===== src/rtl/mbox_ring_regs.sv =====
module mbox_ring_regs #(
  parameter int DEPTH = 8
) (
  input  logic        clk,
  input  logic        rst_n,
  input  logic        host_wr,
  input  logic        host_rd,
  input  logic [3:0]  host_addr,
  input  logic [31:0] host_wdata,
  output logic [31:0] host_rdata,
  output logic        host_irq,
  output logic        peer_doorbell,
  output logic        peer_reset,
  input  logic        peer_ready,
  input  logic        peer_irq_req,
  input  logic        peer_push,
  input  logic [31:0] peer_push_data,
  input  logic        peer_pop,
  output logic [31:0] peer_pop_data,
  output logic [7:0]  peer_rx_count
);
  localparam int IW = $clog2(DEPTH);
  localparam logic [7:0] DEPTH8 = 8'(DEPTH);

  initial if (DEPTH < 2 || DEPTH > 128 || (1 << IW) != DEPTH)
    $display("mbox_ring_regs: DEPTH must be a power of two in 2..128");

  logic [31:0] h2p_mem [DEPTH];
  logic [31:0] p2h_mem [DEPTH];
  logic [7:0]  h2p_wp, h2p_rp, p2h_wp, p2h_rp;
  logic        ie, is_f, ready_f, rst_f, ovf_f, db_q;

  wire [7:0] h2p_fill = h2p_wp - h2p_rp;
  wire [7:0] p2h_fill = p2h_wp - p2h_rp;

  wire w_slot = host_wr && host_addr == 4'h0;
  wire w_csr  = host_wr && host_addr == 4'h4;
  wire r_slot = host_rd && host_addr == 4'h8;

  wire h2p_full = h2p_fill == DEPTH8;
  wire h2p_push = w_slot && !h2p_full && !rst_f;
  wire h2p_pop  = peer_pop && h2p_fill != 8'd0 && !rst_f;
  wire p2h_push = peer_push && p2h_fill != DEPTH8 && !rst_f;
  wire p2h_pop  = r_slot && p2h_fill != 8'd0 && !rst_f;

  wire [31:0] host_csr = {DEPTH8, h2p_wp, h2p_rp, 2'b00, ovf_f, rst_f, ready_f, 1'b0, is_f, ie};
  wire [31:0] peer_csr = {DEPTH8, p2h_wp, p2h_rp, 4'b0000, peer_ready, 3'b000};

  assign host_irq      = is_f & ie;
  assign peer_doorbell = db_q;
  assign peer_reset    = rst_f;
  assign peer_pop_data = h2p_mem[h2p_rp[IW-1:0]];
  assign peer_rx_count = h2p_fill;

  always_ff @(posedge clk) begin
    if (h2p_push) h2p_mem[h2p_wp[IW-1:0]] <= host_wdata;
    if (p2h_push) p2h_mem[p2h_wp[IW-1:0]] <= peer_push_data;
  end

  always_ff @(posedge clk or negedge rst_n) begin
    if (!rst_n) begin
      h2p_wp <= '0; h2p_rp <= '0; p2h_wp <= '0; p2h_rp <= '0;
    end else if (rst_f) begin
      h2p_wp <= '0; h2p_rp <= '0; p2h_wp <= '0; p2h_rp <= '0;
    end else begin
      if (h2p_push) h2p_wp <= h2p_wp + 8'd1;
      if (h2p_pop)  h2p_rp <= h2p_rp + 8'd1;
      if (p2h_push) p2h_wp <= p2h_wp + 8'd1;
      if (p2h_pop)  p2h_rp <= p2h_rp + 8'd1;
    end
  end

  always_ff @(posedge clk or negedge rst_n) begin
    if (!rst_n) begin
      ie <= 1'b0; is_f <= 1'b0; ready_f <= 1'b0; rst_f <= 1'b0;
      ovf_f <= 1'b0; db_q <= 1'b0;
    end else begin
      db_q <= w_csr && host_wdata[2];
      if (w_csr) begin
        ie      <= host_wdata[0];
        rst_f   <= host_wdata[4];
        ready_f <= host_wdata[3] && !host_wdata[4];
      end else if (rst_f) begin
        ready_f <= 1'b0;
      end
      if (peer_irq_req) is_f <= 1'b1;
      else if (w_csr && host_wdata[1]) is_f <= 1'b0;
      if (w_slot && h2p_full && !rst_f) ovf_f <= 1'b1;
      else if (w_csr && host_wdata[5]) ovf_f <= 1'b0;
    end
  end

  always_ff @(posedge clk or negedge rst_n) begin
    if (!rst_n) host_rdata <= '0;
    else if (host_rd) begin
      case (host_addr)
        4'h4:    host_rdata <= host_csr;
        4'h8:    host_rdata <= p2h_pop ? p2h_mem[p2h_rp[IW-1:0]] : 32'h0;
        4'hC:    host_rdata <= peer_csr;
        default: host_rdata <= 32'h0;
      endcase
    end
  end

  assert_fill_bound_R5: assert property (@(posedge clk) disable iff (!rst_n)
    h2p_fill <= DEPTH8 && p2h_fill <= DEPTH8);

  assert_drop_when_full_R6: assert property (@(posedge clk) disable iff (!rst_n)
    (w_slot && h2p_full && !rst_f) |=> ($stable(h2p_wp) && ovf_f));

  assert_empty_read_R7: assert property (@(posedge clk) disable iff (!rst_n)
    (r_slot && p2h_fill == 8'd0 && !rst_f) |=> ($stable(p2h_rp) && host_rdata == 32'h0));

  assert_irq_raise_R8: assert property (@(posedge clk) disable iff (!rst_n)
    (peer_irq_req && ie && !w_csr) |=> host_irq);

  assert_doorbell_origin_R9: assert property (@(posedge clk) disable iff (!rst_n)
    peer_doorbell |-> $past(w_csr && host_wdata[2]));

  assert_reset_holds_R10: assert property (@(posedge clk) disable iff (!rst_n)
    rst_f |=> (h2p_wp == 8'd0 && h2p_rp == 8'd0 && p2h_wp == 8'd0 && p2h_rp == 8'd0));

  assert_ready_blocked_R11: assert property (@(posedge clk) disable iff (!rst_n)
    (rst_f && !w_csr) |=> !ready_f);
endmodule


===== config.mk =====
export PLATFORM = sky130hd
export DESIGN_NAME = mbox_ring_regs
export DESIGN_NICKNAME = d
export VERILOG_FILES = /design/src/rtl/mbox_ring_regs.sv
export SDC_FILE = /design/constraint.sdc
export NUM_CORES = 1
export LEC_CHECK = 0
export BUFFER_PORTS_ARGS = -buffer_cell sky130_fd_sc_hd__buf_2
export CORE_MARGIN = 5
export CORE_UTILIZATION = 25
export DETAILED_ROUTE_END_ITERATION = 16
export GPL_TIMING_DRIVEN = 0
export PLACE_DENSITY_LB_ADDON = 0.1
export SLEW_MARGIN = 40
export SYNTH_ARGS = -nofsm -noshare
export SYNTH_HDL_FRONTEND = slang
export SYNTH_SLANG_ARGS = --single-unit

===== constraint.sdc =====
create_clock -name clk -period 7.7 [get_ports clk]
set_clock_uncertainty 0.2 [all_clocks]
set_input_delay 1.54 -clock clk [delete_from_list [all_inputs] [get_ports clk]]
set_output_delay 1.54 -clock clk [all_outputs]
set_load 0.02 [all_outputs]

==> key figures <==
Min path
  – Number of instances on the worst hold path: 1
  – Type of the most critical hold path: flop to flop
  – Hold wc startpoint: host_rdata[29]
  – Hold Crit Endpoint: host_rdata[29]

Finish
  – Post-layout util: 31.2%
  – Non-filler cells, final: 2,923
  – Most common library cell in the layout ignoring fill and taps: edfxtp_1
  – Post-layout instance area: 0.0291 mm2
  – Fraction of final layout cells sized beyond drive strength 1: 34.2%
  – Area growth, synth to finish: 23.7%
  – Net total in the final layout: 1,699
  – Commonest cells after routing, fill and taps aside: edfxtp_1, buf_2, nand2_1, mux4_2, clkbuf_16

Timing
  – TNS Setup: 0 ns
  – Final period util: 73.9%
  – Minimum setup slack in the final design: 2.01 ns
  – F_max: 0.176 GHz
  – Final critical path time including I/O delays and setup: 5.69 ns
  – Final count of hold timing violations: 0
  – Unrepaired setup endpoints after global routing: no
  – Tightest Pin Transition: 0.826 ns
  – Max-slew violation total from the final report: 0
  – Worst hold-check slack: 0.282 ns
  – Remaining max-slew budget at the tightest pin: 45.0%
  – Count of final setup violators: 0

Clocking
  – CTS clk-pin slew, worst paths: 0.06 ns
  – Num Clock Sinks: 582
  – Post-CTS setup buffers: 0
  – Total CTS buffers: 71
  – Clk buf depth: 3
  – Clock latency of the later-clocked register in the worst-skew pair: 0.61 ns
  – Number of resized instances in the post-cts repair step: 0
  – H-Tree Depth: 3
  – Clock tree root driver cell: clkbuf_16
  – Hold buffer count at cts: 0
  – TritonCTS clock tree: built

Place
  – Instance area after placement: 0.0269 mm2
  – Worst setup timing slack at the placement stage: 1.96 ns
  – Estimated wirelength of the detail-placed design: 48,700 um
  – Dpl cells: 2,785
  – Routability congestion estimate: 0.732
  – Count of input and output buffers: 150

Setup path
  – Arrival time of the worst setup path: 5.81 ns
  – Startpoint type of the worst setup path: flop
  – Crit end category: flop
  – Worst-path maximum fanout: 10
  – Required time of the worst setup path: 7.82 ns
  – Cell depth of the worst flop-to-flop path: 18
  – Category of the most critical setup path: flop to flop
  – Reg-to-reg startpoint: h2p_rp[2]
  – Endpoint of the most critical register-to-register path: h2p_mem[4][14]
  – R2R Setup Slk: 2.01 ns

Global route
  – Largest net degree at the start of global routing: 50
  – Grt total ovfl: 0
  – Number of global-route vias before repair: 13.6k
  – Overall global routing resource usage: 13.5%
  – Initial antenna violation count: 15
  – First-pass GRT wire length: 97,800 um

Synth
  – Number of synthesized flops with an enable pin: 512
  – Synthesis warning total: 0
  – Async set-reset flop share out of synthesis: 12.0%
  – Part of the Yosys area used for sequential elements: 72.7%
  – Gate count of the mapped netlist: 1,278
  – Number of distinct library cells after synthesis: 74
  – Main flop type after synthesis: edfxtp_1
  – Post-synthesis sequential element count: 582
  – Synthesized area per cell: 18.4 um2
  – Post-Syn Nets: 1,373
  – Synthesized area: 0.0236 mm2

Route
  – Post-route DRC: 0
  – Total wire length after detailed routing: 67,800 um
  – First-pass iteration count of the detailed router: 5
  – Number of vias per cell after detailed routing: 4.42
  – Via count: 12.9k
  – Detailed router's first-iteration violation count: 803
  – Wire length per cell: 23.2 um
  – ANT nets after route: 0

Die
  – Number of top-level pins: 151
  – Effective utilization at floorplan: 25.2%
  – Area of the core: 0.0935 mm2
  – Core Rows: 112
  – Die span in y: 317 um
  – Die outline area: 0.100 mm2
  – Horizontal die dimension: 317 um

Run status
  – Outcome: finished, final reports clean

Flow run
  – # Max-Cap Violations: 0

Pwr
  – Switching power: 2.80 mW
  – Share of total power consumed by net switching: 30.4%
  – Fraction of power consumed by combinational cells: 25.0%
  – Maximum vdd ir drop: 0.000166 V
  – Total power of the final layout: 9.20 mW
  – Clock network fraction of design power: 34.9%
  – Power per unit of standard cell area: 316 mW/mm2
  – Leak pwr: 10.3 nW
  – Int Power: 6.40 mW
  – Flop pwr share: 40.2%
## cells by family after synthesis
family | after synthesis | share of synthesized area (%)
XOR/XNOR | 8 | 0.361
buffers and inverters | 92 | 1.63
multiplexers | 182 | 14.6
AO/OA/AOI/OAI | 139 | 4.14
adder cells (fa/ha/maj) | 19 | 1.04
AND/OR/NAND/NOR | 256 | 5.50
flip-flops | 582 | 72.7
## metal layers
layer	GRT usage (%)	part of all wire (%)	routed length, um	vias up
met4	3.45	2.3	1530	8
met5	0	0.071	48	-
met2	22.0	47	32100	292
li1	-	-	-	5810
met3	3.26	5.5	3760	110
met1	18.2	45	30300	6701
## worst max-delay path, cell delays in order, from the launching register on
cell,delay [ns]
dfrtp_1,0.35
clkbuf_1,0.26
inv_2,0.33
buf_1,0.63
ha_1,0.41
o211ai_1,0.19
a21oi_1,0.09
o41a_1,0.42
xnor2_2,0.19
inv_2,0.14
nor4bb_4,0.08
or3b_1,0.38
buf_6,0.17
nor4_2,0.54
buf_2,0.30
buf_4,0.17
buf_2,0.18
buf_2,0.20
buf_2,0.18
## area by class of cell
type	instances	area [um2]
Sequential cell	582	17100
Buffer	64	307
Clock buffer	98	1980
Inverter	28	105
Timing Repair Buffer	253	1610
Multi-Input combinational cell	604	6160
Fill cell	9262	64300
Antenna cell	8	20.0
Tap cell	1254	1570
Clock inverter	32	245
## power by group through the flow
stage	logic (mW)	registers (mW)	clock network, mW
2_1_floorplan	1.43	3.76	0
3_3_place_gp	2.27	3.78	0
3_5_place_dp	2.37	3.76	0
4_1_cts	2.38	3.70	3.31
5_1_grt	2.50	3.71	3.44
6_report	2.30	3.70	3.21
## sequential cells by signal (all words and copies together) (netlist names)
name           cells
p2h_rp             8
h2p_wp             8
peer_doorbell      1
ovf_f              1
peer_reset         1
p2h_wp             8
host_rdata        32
p2h_mem          256
h2p_rp             8
ie                 1
is_f               1
h2p_mem          256
ready_f            1
## synth_stat cells, drive strengths merged, types with 3 or more instances
master | n | share of area, %
edfxtp | 512 | 65
mux4 | 128 | 12
nand2 | 128 | 2.0
dfrtp | 70 | 7.4
o21ai | 45 | 0.96
clkbuf | 40 | 0.64
mux2i | 37 | 1.6
inv | 27 | 0.43
nor2 | 26 | 0.41
a21oi | 24 | 0.51
buf | 24 | 0.54
a22oi | 21 | 0.67
ha | 18 | 0.96
mux2 | 17 | 0.81
nand3 | 14 | 0.30
or3 | 12 | 0.32
nor3 | 10 | 0.21
o2bb2ai | 10 | 0.37
o31ai | 10 | 0.32
or4 | 10 | 0.32
nand4 | 9 | 0.24
nor4 | 9 | 0.39
nor2b | 7 | 0.20
or2 | 6 | 0.16
xnor2 | 6 | 0.25
nand2b | 5 | 0.13
a21o | 4 | 0.13
o211ai | 4 | 0.13
and2 | 3 | 0.080
and3 | 3 | 0.080
nand3b | 3 | 0.096
## worst max path at each step
stage,startpoint,end,slack (ns),cells past startpoint
after floorplan,h2p_wp[0],h2p_mem[0][0],0.96,12
after global placement,host_addr[3],h2p_mem[4][14],-4.62,6
after detailed placement,h2p_rp[2],h2p_mem[4][14],1.96,18
after CTS,h2p_rp[2],h2p_mem[4][14],1.96,18
after global routing,h2p_rp[2],h2p_mem[4][14],1.81,18
final,h2p_rp[2],h2p_mem[4][14],2.01,18
(Power assumes the default switching activity.)
